==> src/rtl/codec_init_pkg.sv <==
package codec_init_pkg;
  localparam int ADDR_W  = 7;
  localparam int DATA_W  = 9;
  localparam int ENTRY_W = ADDR_W + DATA_W;
  localparam int IDX_W   = 5;

  typedef enum logic [2:0] {
    S_BOOT, S_RLO, S_CHI, S_RHI, S_ISSUE, S_SETTLE, S_WAIT, S_DONE
  } seqState_t;

  typedef struct packed {
    logic loadStep;
    logic pinRstLow;
    logic pinCsHigh;
    logic pinRstHigh;
    logic issue;
    logic advIdx;
    logic setDone;
  } ctrlStrobes_t;

  // Start-up table; the order is part of the behaviour (pop suppression).
  function automatic logic [ENTRY_W-1:0] romEntry(input logic [IDX_W-1:0] idx);
    logic [ENTRY_W-1:0] e;
    e = '1;
    if (idx >= 5'd6 && idx <= 5'd13)
      e = {ADDR_W'(idx - 5'd6), 9'h000};
    else if (idx >= 5'd15 && idx <= 5'd22)
      e = {ADDR_W'(idx - 5'd6), 9'h0FF};
    else begin
      case (idx)
        5'd0:  e = {7'h1B, 9'h044};
        5'd1:  e = {7'h1C, 9'h00B};
        5'd2:  e = {7'h1D, 9'h009};
        5'd3:  e = {7'h18, 9'h000};
        5'd4:  e = {7'h16, 9'h122};
        5'd5:  e = {7'h17, 9'h022};
        5'd14: e = {7'h08, 9'h100};
        5'd23: e = {7'h11, 9'h1FF};
        5'd24: e = {7'h12, 9'h000};
        5'd25: e = {7'h13, 9'h090};
        5'd26: e = {7'h14, 9'h000};
        5'd27: e = {7'h15, 9'h000};
        5'd28: e = {7'h19, 9'h000};
        5'd29: e = {7'h1A, 9'h000};
        default: e = '1;
      endcase
    end
    return e;
  endfunction
endpackage

==> src/rtl/codec_init_ctrl.sv <==
module codec_init_ctrl
  import codec_init_pkg::*;
(
  input  logic         clk,
  input  logic         rstN,
  input  logic         stepDone,
  input  logic         entryEnd,
  input  logic         wrBusy,
  output ctrlStrobes_t strb
);
  seqState_t curState, nxtState;

  always_ff @(posedge clk) begin
    if (!rstN) curState <= S_BOOT;
    else       curState <= nxtState;
  end

  always_comb begin
    strb     = '0;
    nxtState = curState;
    case (curState)
      S_BOOT: begin
        strb.pinRstLow = 1'b1;
        strb.loadStep  = 1'b1;
        nxtState       = S_RLO;
      end
      S_RLO: if (stepDone) begin
        strb.pinCsHigh = 1'b1;
        strb.loadStep  = 1'b1;
        nxtState       = S_CHI;
      end
      S_CHI: if (stepDone) begin
        strb.pinRstHigh = 1'b1;
        strb.loadStep   = 1'b1;
        nxtState        = S_RHI;
      end
      S_RHI: if (stepDone) nxtState = S_ISSUE;
      S_ISSUE: begin
        if (entryEnd) begin
          strb.setDone = 1'b1;
          nxtState     = S_DONE;
        end else if (!wrBusy) begin
          strb.issue = 1'b1;
          nxtState   = S_SETTLE;
        end
      end
      S_SETTLE: nxtState = S_WAIT;
      S_WAIT: if (!wrBusy) begin
        strb.advIdx = 1'b1;
        nxtState    = S_ISSUE;
      end
      S_DONE: nxtState = S_DONE;
      default: nxtState = S_BOOT;
    endcase
  end
endmodule

==> src/rtl/codec_init_dpath.sv <==
module codec_init_dpath
  import codec_init_pkg::*;
#(
  parameter int STEP_CYCLES = 100
) (
  input  logic              clk,
  input  logic              rstN,
  input  ctrlStrobes_t      strb,
  output logic              stepDone,
  output logic              entryEnd,
  output logic              codecResetN,
  output logic              codecCsN,
  output logic              wrStart,
  output logic [ADDR_W-1:0] wrAddr,
  output logic [DATA_W-1:0] wrData,
  output logic              initDone
);
  localparam int STEP_W = (STEP_CYCLES > 1) ? $clog2(STEP_CYCLES + 1) : 1;
  localparam logic [STEP_W-1:0] STEP_LOAD = STEP_W'(STEP_CYCLES - 1);

  logic [STEP_W-1:0]  stepCnt;
  logic [IDX_W-1:0]   entryIdx;
  logic [ENTRY_W-1:0] curEntry;

  assign curEntry = romEntry(entryIdx);
  assign entryEnd = (curEntry == '1);
  assign stepDone = (stepCnt == '0);

  always_ff @(posedge clk) begin
    if (!rstN) begin
      stepCnt     <= '0;
      entryIdx    <= '0;
      codecResetN <= 1'b1;
      codecCsN    <= 1'b0;
      wrStart     <= 1'b0;
      wrAddr      <= '0;
      wrData      <= '0;
      initDone    <= 1'b0;
    end else begin
      if (strb.loadStep)      stepCnt <= STEP_LOAD;
      else if (!stepDone)     stepCnt <= stepCnt - 1'b1;
      if (strb.pinRstLow)     codecResetN <= 1'b0;
      if (strb.pinRstHigh)    codecResetN <= 1'b1;
      if (strb.pinCsHigh)     codecCsN    <= 1'b1;
      wrStart <= strb.issue;
      if (strb.issue) begin
        wrAddr <= curEntry[ENTRY_W-1:DATA_W];
        wrData <= curEntry[DATA_W-1:0];
      end
      if (strb.advIdx)        entryIdx <= entryIdx + 1'b1;
      if (strb.setDone)       initDone <= 1'b1;
    end
  end
endmodule

==> src/rtl/codec_init_seq.sv <==
module codec_init_seq #(
  parameter int STEP_CYCLES = 100
) (
  input  logic       clk,
  input  logic       rstN,
  input  logic       wrBusy,
  output logic       codecResetN,
  output logic       codecCsN,
  output logic       wrStart,
  output logic [6:0] wrAddr,
  output logic [8:0] wrData,
  output logic       initDone
);
  import codec_init_pkg::*;

  ctrlStrobes_t strb;
  logic stepDone, entryEnd;

  codec_init_ctrl u_ctrl (
    .clk(clk), .rstN(rstN), .stepDone(stepDone), .entryEnd(entryEnd),
    .wrBusy(wrBusy), .strb(strb)
  );

  codec_init_dpath #(.STEP_CYCLES(STEP_CYCLES)) u_dpath (
    .clk(clk), .rstN(rstN), .strb(strb), .stepDone(stepDone),
    .entryEnd(entryEnd), .codecResetN(codecResetN), .codecCsN(codecCsN),
    .wrStart(wrStart), .wrAddr(wrAddr), .wrData(wrData), .initDone(initDone)
  );
endmodule

==> config.mk <==
export PLATFORM = sky130hd
export DESIGN_NAME = codec_init_seq
export DESIGN_NICKNAME = d
export VERILOG_FILES = /design/src/rtl/codec_init_pkg.sv /design/src/rtl/codec_init_ctrl.sv /design/src/rtl/codec_init_dpath.sv /design/src/rtl/codec_init_seq.sv
export SDC_FILE = /design/constraint.sdc
export NUM_CORES = 1
export LEC_CHECK = 0
export ABC_CLOCK_PERIOD_IN_PS = 6850
export BUFFER_PORTS_ARGS = -buffer_cell sky130_fd_sc_hd__buf_2
export CORE_UTILIZATION = 60
export DETAILED_ROUTE_END_ITERATION = 7
export PLACE_DENSITY = 0.81
export SLEW_MARGIN = 0
export SYNTH_ARGS = -nofsm -noshare
export SYNTH_HDL_FRONTEND = slang
export SYNTH_HIERARCHICAL = 1
export SYNTH_SLANG_ARGS = --single-unit
==> constraint.sdc <==
create_clock -name clk -period 6.85 [get_ports clk]
set_input_delay 0.3425 -clock clk [delete_from_list [all_inputs] [get_ports clk]]
set_output_delay 0.3425 -clock clk [all_outputs]
set_load 0.03 [all_outputs]
## Word-level counts from Yosys, hierarchy flattened

Memory sizes are Yosys's and may differ from the RTL's. A register that Yosys moved wholly into a read port is not among the register bits.
Cells that the tools add are included.

| word-level totals | value |
|---|---|
| flip-flop bits (word level) | 35 |
| output and inout bits | 20 |
| memory bits (read-only) | 512 |
| word-level logic and storage cells | 65 |
| memories kept | 1 |
| input port bits | 3 |

Memories:

| name | words | bits a word | rd ports | clocked after Yosys merged registers in | wr ports | RTL line | text |
|---|---|---|---|---|---|---|---|
| (name not given) | 32 | 16 | 1 | 1 | 0 | codec_init_pkg.sv:30 | `case (idx)` |

| cells by class | value |
|---|---|
| bitwise logic cells | 1 |
| muxes and demuxes | 24 |
| $lt $le $gt $ge | 4 |
| equal/unequal tests | 14 |
| add/subtract/negate cells | 3 |
| reductions and logical operators | 8 |

Operators with widths:

| operator | count |
|---|---|
| two-way mux 16 bit | 2 |
| case mux 3 bit (8 select lines) | 1 |
| two-way mux 3 bit | 6 |
| equality test 16 bit, second input constant | 1 |
| two-way mux 7 bit | 2 |
| equality test 3 bit, second input constant | 4 |
| two-way mux 1 bit | 10 |
| two-way mux 5 bit | 2 |
| != test 2 bit, second input constant | 5 |
| logical NOT 7 bit | 1 |
| subtractor 7 x 1 -> 7 bit, second input constant | 1 |
| equality test 3 x 2 -> 1 bit, second input constant | 2 |
| OR reduction 2 bit | 3 |
| subtractor 5 x 3 -> 6 bit, second input constant | 1 |
| adder 5 x 1 -> 5 bit, second input constant | 1 |
| >= comparator 5 x 3 -> 1 bit, second input constant | 1 |
| >= comparator 5 x 4 -> 1 bit, second input constant | 1 |
| <= comparator 5 x 4 -> 1 bit, second input constant | 1 |
| <= comparator 5 bit, second input constant | 1 |
| AND reduction 5 bit | 1 |
| equality test 3 x 1 -> 1 bit, second input constant | 1 |
| logical NOT 3 bit | 1 |
| != test 3 bit, second input constant | 1 |
| logical AND 1 bit | 2 |
| other kinds (2) | 2 |

## Logic depth before layout (Yosys ltp)

Gate-level depths: netlist of the first run.

| depth | value |
|---|---|
| word-level depth | 7 |
| depth in mapped cells | 13 |

## Hierarchy

The synthesis of the first run kept the hierarchy.

By module, submodules not included:

| module | cells each | times used | area an instance (um2) |
|---|---|---|---|
| codec_init_dpath | 230 | 1 | 1,993.2 |
| codec_init_ctrl | 31 | 1 | 229.0 |

## Worst setup path after synthesis of the first run

Ideal clock, no wire load.

| timing | value |
|---|---|
| path kind | reg2reg |
| start | register u_dpath.entryIdx[1] |
| end | register u_dpath.wrAddr[5] |
| setup time | 0.131 ns |
| path slack | 4.226 ns |
| clock period less this slack | 2.624 ns |
| data required time | 6.719 ns |
| data arrival time | 2.493 ns |
| stages on the path, launching flop included | 13 |
| path through | dfxtp_1 ha_1 and3_1 ha_1 a31oi_1 o22ai_1 nor2_4 nand2_1 nor4_1 nor3_1 clkbuf_1 o21ai_0 a21oi_1 |

RTL lines:

| element | RTL line | text |
|---|---|---|
| from (decl) | codec_init_dpath.sv:22 | `logic [IDX_W-1:0] entryIdx;` |
| from (signal assigned) | codec_init_dpath.sv:50 | `if (strb.advIdx) entryIdx <= entryIdx + 1'b1;` |
| to (signal assigned) | codec_init_dpath.sv:47 | `wrAddr <= curEntry[ENTRY_W-1:DATA_W];` |
| to (decl) | codec_init_dpath.sv:14 | `output logic [ADDR_W-1:0] wrAddr,` |

==> results of run 1 <==
==> power by group <==
| part | internal (mW) | switching, mW |
|---|---|---|
| Clock | 0.0916 | 0.0848 |
| Sequential | 0.261 | 0.0106 |
| Combinational | 0.0251 | 0.0353 |
==> cell type report <==
class	instances	area [um2]
multi-input cells	181	1170
fillers	272	1060
flip-flops and latches	43	861
repair buffers	23	118
clock buffers	7	96.3
inverters	19	71.3
well taps	46	57.6
clock inverters	1	7.51
==> worst max-delay path by stage <==
stage                                                 from  slack [ns]                             end  depth (start not counted)
after global routing      u_dpath/entryIdx[0]$_SDFFE_PN0P_        3.34  u_dpath/wrData[3]$_SDFFE_PN0P_                         14
final                     u_dpath/entryIdx[0]$_SDFFE_PN0P_        3.60  u_dpath/wrData[6]$_SDFFE_PN0P_                         13
after CTS                 u_dpath/entryIdx[0]$_SDFFE_PN0P_        3.58  u_dpath/wrData[6]$_SDFFE_PN0P_                         13
after global placement    u_dpath/entryIdx[0]$_SDFFE_PN0P_        3.71  u_dpath/wrData[7]$_SDFFE_PN0P_                         14
after detailed placement  u_dpath/entryIdx[0]$_SDFFE_PN0P_        3.65  u_dpath/wrData[3]$_SDFFE_PN0P_                         14
after floorplan           u_dpath/entryIdx[1]$_SDFFE_PN0P_        4.23  u_dpath/wrAddr[5]$_SDFFE_PN0P_                         12
==> cells in the mapped netlist (all sizes together) (2+ instances only) <==
library cell / count / area (um2)
nand3b: 3 / 22.5
xnor2: 6 / 52.6
nand2b: 4 / 25.0
o311ai: 2 / 17.5
dfxtp: 43 / 861
nand4: 3 / 18.8
mux2i: 4 / 40.0
nor4: 3 / 18.8
a31oi: 6 / 37.5
nor2: 20 / 82.6
or3: 3 / 18.8
buf: 15 / 104
o22ai: 2 / 12.5
a21boi: 3 / 22.5
inv: 18 / 67.6
nor3: 7 / 35.0
and3: 2 / 12.5
nand3: 10 / 55.1
clkbuf: 3 / 12.5
o21ai: 21 / 116
xor2: 3 / 26.3
a21oi: 16 / 80.1
o211ai: 6 / 50.1
ha: 14 / 175
o21a: 2 / 15.0
nand2: 26 / 97.6
==> tightest hold or removal path, cell delays in order (launching register included) <==
cell     delay, ns
dfxtp_1       0.32
nand2_1       0.05
nand2_1       0.04
==> layer usage <==
layer	track usage (%)	share of wire (%)	vias up
met5	0	0	-
met4	12.2	2.2	0
met3	5.66	7.0	10
met2	37.9	44	72
met1	33.6	46	831
li1	-	-	929
==> cell families (layout without fill, tap and decap cells) <==
group | after synthesis | after routing | share of synthesized area [%]
AND/OR/NAND/NOR | 86 | 86 | 19.3
AO/OA/AOI/OAI | 67 | 67 | 19.9
flip-flops | 43 | 43 | 38.7
buffers and inverters | 37 | 50 | 8.45
adder cells (fa/ha/maj) | 15 | 15 | 8.33
XOR/XNOR | 9 | 9 | 3.55
multiplexers | 4 | 4 | 1.80
==> results_dict.tcl, run 1 <==
set metrics [dict create \
    cp_data_required_time_ns 7.10 \
    final_cell_mix "dfxtp_1, nand2_1, buf_2" \
    hpwl_um 3100 \
    critical_path.max_fanout 16 \
    hold_viol_final 0 \
    drtIter0Drc 169 \
    clk_latency_ns 0.30 \
    clkSinkCount 43 \
    grt_max_degree 21 \
    antenna_found_initial 0 \
    cp_slowest_cell "nor4_1" \
    cp-end-kind "flip-flop" \
    r2r_setup_slack_ns 3.60 \
    fin_ws_ns 3.60 \
    postLayoutCoreUtil_pct 69.3 \
    fp-row-count 21 \
    fin_crit_sh_pct 47.4 \
    cp_cell_sequence "ha_1 > and3_1 > ha_1 > a31oi_1 > o22ai_1 > nor2_4 > nand2_1 > nor4_1 > nor3_1 > buf_4 > nor2_1 > nand2_1 > nand2_1" \
    num_antenna_cells 0 \
    crit_top_cell "nand2_1" \
    grt_pass1_wl_um 7730 \
    die_width_um 62.9 \
    groute.usage.overall_pct 25.1 \
    syn_inst 261 \
    pin_count 23 \
    placement.cell_area_um2 2280 \
    cts_setup_buffers 0 \
    worstHoldPathType "reg2reg" \
    criticalPathCategory "reg2reg" \
    chipHeight_um 62.9 \
    p_per_area_nw_per_um2 213 \
    grt-ovfl-total 0 \
    area_growth_syn_to_layout_pct 7.32 \
    grt_pass1_vias 1702 \
    drc 0 \
    finalSetupViolCount 0 \
    cts_tree "built" \
    hold_depth 2 \
    crit_buf_inv 1 \
    placed_cells 312 \
    skew_ns 0.00794 \
    slew_viol_final 0 \
    ys_seq_area_share_pct 38.7 \
    clkSlewWorstSetupHoldPaths_ns 0.08 \
    synth.avg_cell_area_um2 8.51 \
    synth_flop_cell "dfxtp_1" \
    htreeDepth 2 \
    syn_area_um2 2220 \
    dr.pass1.iters 5 \
    rsz0062_at_grt "no" \
    min_to "u_dpath/wrData[5]$_SDFFE_PN0P_" \
    drive_gt1_share_pct 15.0 \
    drv_cap 0 \
    worstHoldStart "u_dpath/wrData[5]$_SDFFE_PN0P_" \
    async_flop_share_pct 0 \
    nets 290 \
    postRouteAntennaNets 0 \
    routed_wl_um 4500 \
    ys_seq_elements 43 \
    dp_slack_ns 3.65 \
    fin_area_um2 2380 \
    cpPeakStageDelay_ns 0.57 \
    gp_congestion 0.897 \
    port_buffers 22 \
    relSlewSlack_pct 50.9 \
    clk_path_buf_depth 2 \
    synth_nets 278 \
    vdd_drop_max_uv 145 \
    fp.dieArea_um2 3950 \
    numCtsBuffers 5 \
    worst-r2r-cell-count 13 \
    max_slew.worst_pin.slew_ns 0.734 \
    r2r_start "u_dpath/entryIdx[0]$_SDFFE_PN0P_" \
    period_needed_ns 3.25 \
    initial_utilization_pct 64.6 \
    max_freq_ghz 0.308 \
    r2r_end "u_dpath/wrData[6]$_SDFFE_PN0P_" \
    synth.distinct_cells 53 \
    leakage_nw 1.07 \
    cp.arrival_ns 3.49 \
    fin_cells 320 \
    status "finished clean" \
    p_total_mw 0.508 \
    mostFrequentLayoutCell "dfxtp_1" \
    cts_resized 0 \
    coreArea_um2 3440 \
    root_buffer "clkbuf_8" \
    whs_ns 0.442 \
    postCtsHoldBufs 0 \
    ys_warn_count 6 \
    crit_family "simple AND/OR/NAND/NOR gates" \
    cp-start-kind "flip-flop" \
    synth-edff-count 0 \
    wire_per_inst_um 14.1 \
    fin_tns_setup_ns 0 \
    vias 1842 \
    routed_via_density 5.76 \
]
(Power assumes the default switching activity.)
==> run 2, diff against run 1 <==
--- a/config.mk
+++ b/config.mk
@@ -5,11 +5,12 @@
 export SDC_FILE = /design/constraint.sdc
 export NUM_CORES = 1
 export LEC_CHECK = 0
-export ABC_CLOCK_PERIOD_IN_PS = 6850
+export ABC_AREA = 1
+export ABC_CLOCK_PERIOD_IN_PS = 3280
 export BUFFER_PORTS_ARGS = -buffer_cell sky130_fd_sc_hd__buf_2
-export CORE_UTILIZATION = 60
+export CORE_UTILIZATION = 58
 export DETAILED_ROUTE_END_ITERATION = 7
-export PLACE_DENSITY = 0.81
+export PLACE_DENSITY = 0.78
 export SLEW_MARGIN = 0
 export SYNTH_ARGS = -nofsm -noshare
 export SYNTH_HDL_FRONTEND = slang
==> constraint.sdc (replaced) <==
create_clock -name clk -period 3.28 [get_ports clk]
set_input_delay 0.164 -clock clk [delete_from_list [all_inputs] [get_ports clk]]
set_output_delay 0.164 -clock clk [all_outputs]
set_load 0.03 [all_outputs]
==> run 2 against run 1 <==
Against the previous run:
- power rose to 2.6 times the previous value
- sequential share of layout area down 1.8 points
- via count up 9.5%
- maximum frequency up 13%
- final cell count up 22%
- synthesized cell count up 24%
- clock-buffer cell count unchanged
- die area up 7.8%
- critical path depth up 5
- critical endpoint unchanged
==> results_dict.tcl, run 2 <==
set metrics [dict create \
    fp.dieArea_um2 4260 \
    numCtsBuffers 5 \
    coreArea_um2 3740 \
    finalSetupViolCount 0 \
    p_seq_share_pct 47.7 \
    whs_ns 0.254 \
    async_flop_share_pct 0 \
    drc 0 \
    ys_seq_area_share_pct 37.1 \
    grt_pass1_wl_um 7730 \
    relSlewSlack_pct 51.6 \
    clk_path_buf_depth 2 \
    rsz0062_at_grt "no" \
    max_slew.worst_pin.slew_ns 0.721 \
    fp-row-count 22 \
    pin_count 23 \
    postCtsHoldBufs 0 \
    cts_tree "built" \
    area_growth_syn_to_layout_pct 8.03 \
    grt_max_degree 18 \
    hold_viol_final 0 \
    vdd_drop_max_uv 436 \
    drive_gt1_share_pct 17.2 \
    cts_resized 0 \
    p_per_area_nw_per_um2 526 \
    cp-end-kind "flip-flop" \
    syn_inst 324 \
    ys_seq_elements 43 \
    skew_ns 0.00616 \
    antenna_found_initial 0 \
    grt-ovfl-total 0 \
    cp.arrival_ns 3.08 \
    synth.distinct_cells 32 \
    synthMostInstantiatedCell "nand2_1" \
    vias 2017 \
    synth-edff-count 0 \
    postLayoutCoreUtil_pct 67.0 \
    gp_congestion 0.900 \
    groute.usage.overall_pct 23.3 \
    htreeDepth 2 \
    drtIter0Drc 105 \
    chipHeight_um 65.3 \
    yosysTopAreaCellShare_pct 37.1 \
    synth.avg_cell_area_um2 7.17 \
    period_needed_ns 2.87 \
    cts_setup_buffers 0 \
    p_clk_share_pct 24.0 \
    dr.pass1.iters 4 \
    power_frac_comb_pct 28.3 \
    routed_wl_um 4460 \
    sw_frac_of_total_pct 34.0 \
    hpwl_um 3370 \
    initial_utilization_pct 62.0 \
    fin_tns_setup_ns 0 \
    synth_commonest_cells "nand2_1, dfxtp_1, inv_1" \
    num_antenna_cells 0 \
    port_buffers 22 \
    n_fill_cell 346 \
    routed_via_density 5.16 \
    wire_per_inst_um 11.4 \
    root_buffer "clkbuf_8" \
    slew_viol_final 0 \
    grt_pass1_vias 1795 \
    worstHoldPathType "in2reg" \
    clkSinkCount 43 \
    critical_path.max_fanout 12 \
    syn_area_um2 2320 \
    mostFrequentLayoutCell "nand2_1" \
    cp-start-kind "flip-flop" \
    cp_data_required_time_ns 3.50 \
    yosysTopAreaCell "dfxtp_1" \
    power_switching_mw 0.449 \
    postRouteAntennaNets 0 \
    clk_latency_ns 0.29 \
    nets 359 \
    clkSlewWorstSetupHoldPaths_ns 0.08 \
    leakage_nw 1.24 \
    status "finished clean" \
    synth_flop_cell "dfxtp_1" \
    max_freq_ghz 0.349 \
    criticalPathCategory "reg2reg" \
    final_cell_mix "nand2_1, dfxtp_1, inv_1" \
    internal_power_mw 0.871 \
    ys_top_cells_by_area "dfxtp_1, nand2_1, ha_1, inv_1, nand3_1" \
    ys_warn_count 6 \
    synth_nets 341 \
    die_width_um 65.3 \
    drv_cap 0 \
    fin_crit_sh_pct 87.4 \
]
-- run 2: cell types whose count changed in the layout (fill, tap and decap cells not counted), sizes merged, moves of 5 or more --
cell / previous run / this run
a21oi: 16 / 22
a31oi: 6 / 0
inv: 18 / 43
nand2: 26 / 69
nand3: 10 / 30
nor2: 20 / 40
o211ai: 6 / 1
xnor2: 6 / 1
-- run 2: critical path, cell delays in order (launching register included) --
cell and delay (ns):
dfxtp_1 0.39, ha_1 0.25, and3_1 0.19, ha_1 0.17, nor2_1 0.12, o21ai_2 0.08
nand2_2 0.18, nand3b_1 0.14, nand2_1 0.12, nor2_1 0.05, nand2_1 0.05, nor2_1 0.04
inv_1 0.08, nand3_2 0.09, nor2_1 0.37, nand2_1 0.13, inv_1 0.09, nand2_1 0.10
o22ai_1 0.16
-- run 2: worst paths after layout --
path	startpoint	to	slack, ns	cells after the start
max	u_dpath/entryIdx[0]$_SDFFE_PN0P_	u_dpath/wrData[6]$_SDFFE_PN0P_	0.41	18
min	rstN	u_ctrl/curState[0]$_SDFFE_PN0P_	0.25	3
max reg2reg	u_dpath/entryIdx[0]$_SDFFE_PN0P_	u_dpath/wrData[6]$_SDFFE_PN0P_	0.41	18
min reg2reg	u_dpath/stepCnt[6]$_SDFFE_PN0P_	u_dpath/stepCnt[6]$_SDFFE_PN0P_	0.47	2
-- run 2: power groups by stage --
| stage | sequential [mW] | clock [mW] | combinational (mW) |
|---|---|---|---|
| final | 0.630 | 0.316 | 0.374 |
| after global routing | 0.640 | 0.346 | 0.431 |
| after CTS | 0.629 | 0.325 | 0.372 |
| after detailed placement | 0.641 | 0 | 0.368 |
| after global placement | 0.639 | 0 | 0.359 |
| after floorplan | 0.652 | 0 | 0.284 |
-- run 2: cell families after synthesis --
kind of cell,after synthesis,share of synthesized area [%]
AND/OR/NAND/NOR,157,31.4
buffers and inverters,55,10.2
AO/OA/AOI/OAI,52,12.7
flip-flops,43,37.1
adder cells (fa/ha/maj),14,7.54
XOR/XNOR,3,1.13
-- run 2: area by class of cell --
cell class / count / area, um2 / area share (%)
Sequential cell: 43 / 861 / 34.3
Clock buffer: 7 / 76.3 / 3.04
Tap cell: 48 / 60.1 / 2.39
Inverter: 43 / 164 / 6.53
Clock inverter: 1 / 5.00 / 0.200
Timing Repair Buffer: 23 / 118 / 4.69
Multi-Input combinational cell: 226 / 1220 / 48.8
-- run 2: stage by stage --
| step | instances | cell area [um2] | power [mW] | setup slack (ns) |
|---|---|---|---|---|
| final | 391 | 2510 | 1.32 | 0.412 |
| after global routing | 391 | 2510 | 1.42 | 0.107 |
| after CTS | 391 | 2510 | 1.33 | 0.413 |
| after detailed placement | 383 | 2430 | 1.01 | 0.436 |
| after global placement | 383 | 2430 | 0.998 | 0.551 |
| after floorplan | 324 | 2320 | 0.936 | 0.734 |
-- run 2: routing by layer --
layer	track usage (%)	up-vias	wire [um]
li1	-	1072	-
met1	30.9	884	2190
met2	35.7	51	1980
met3	5.90	10	200
met4	9.78	0	92
met5	0	-	0
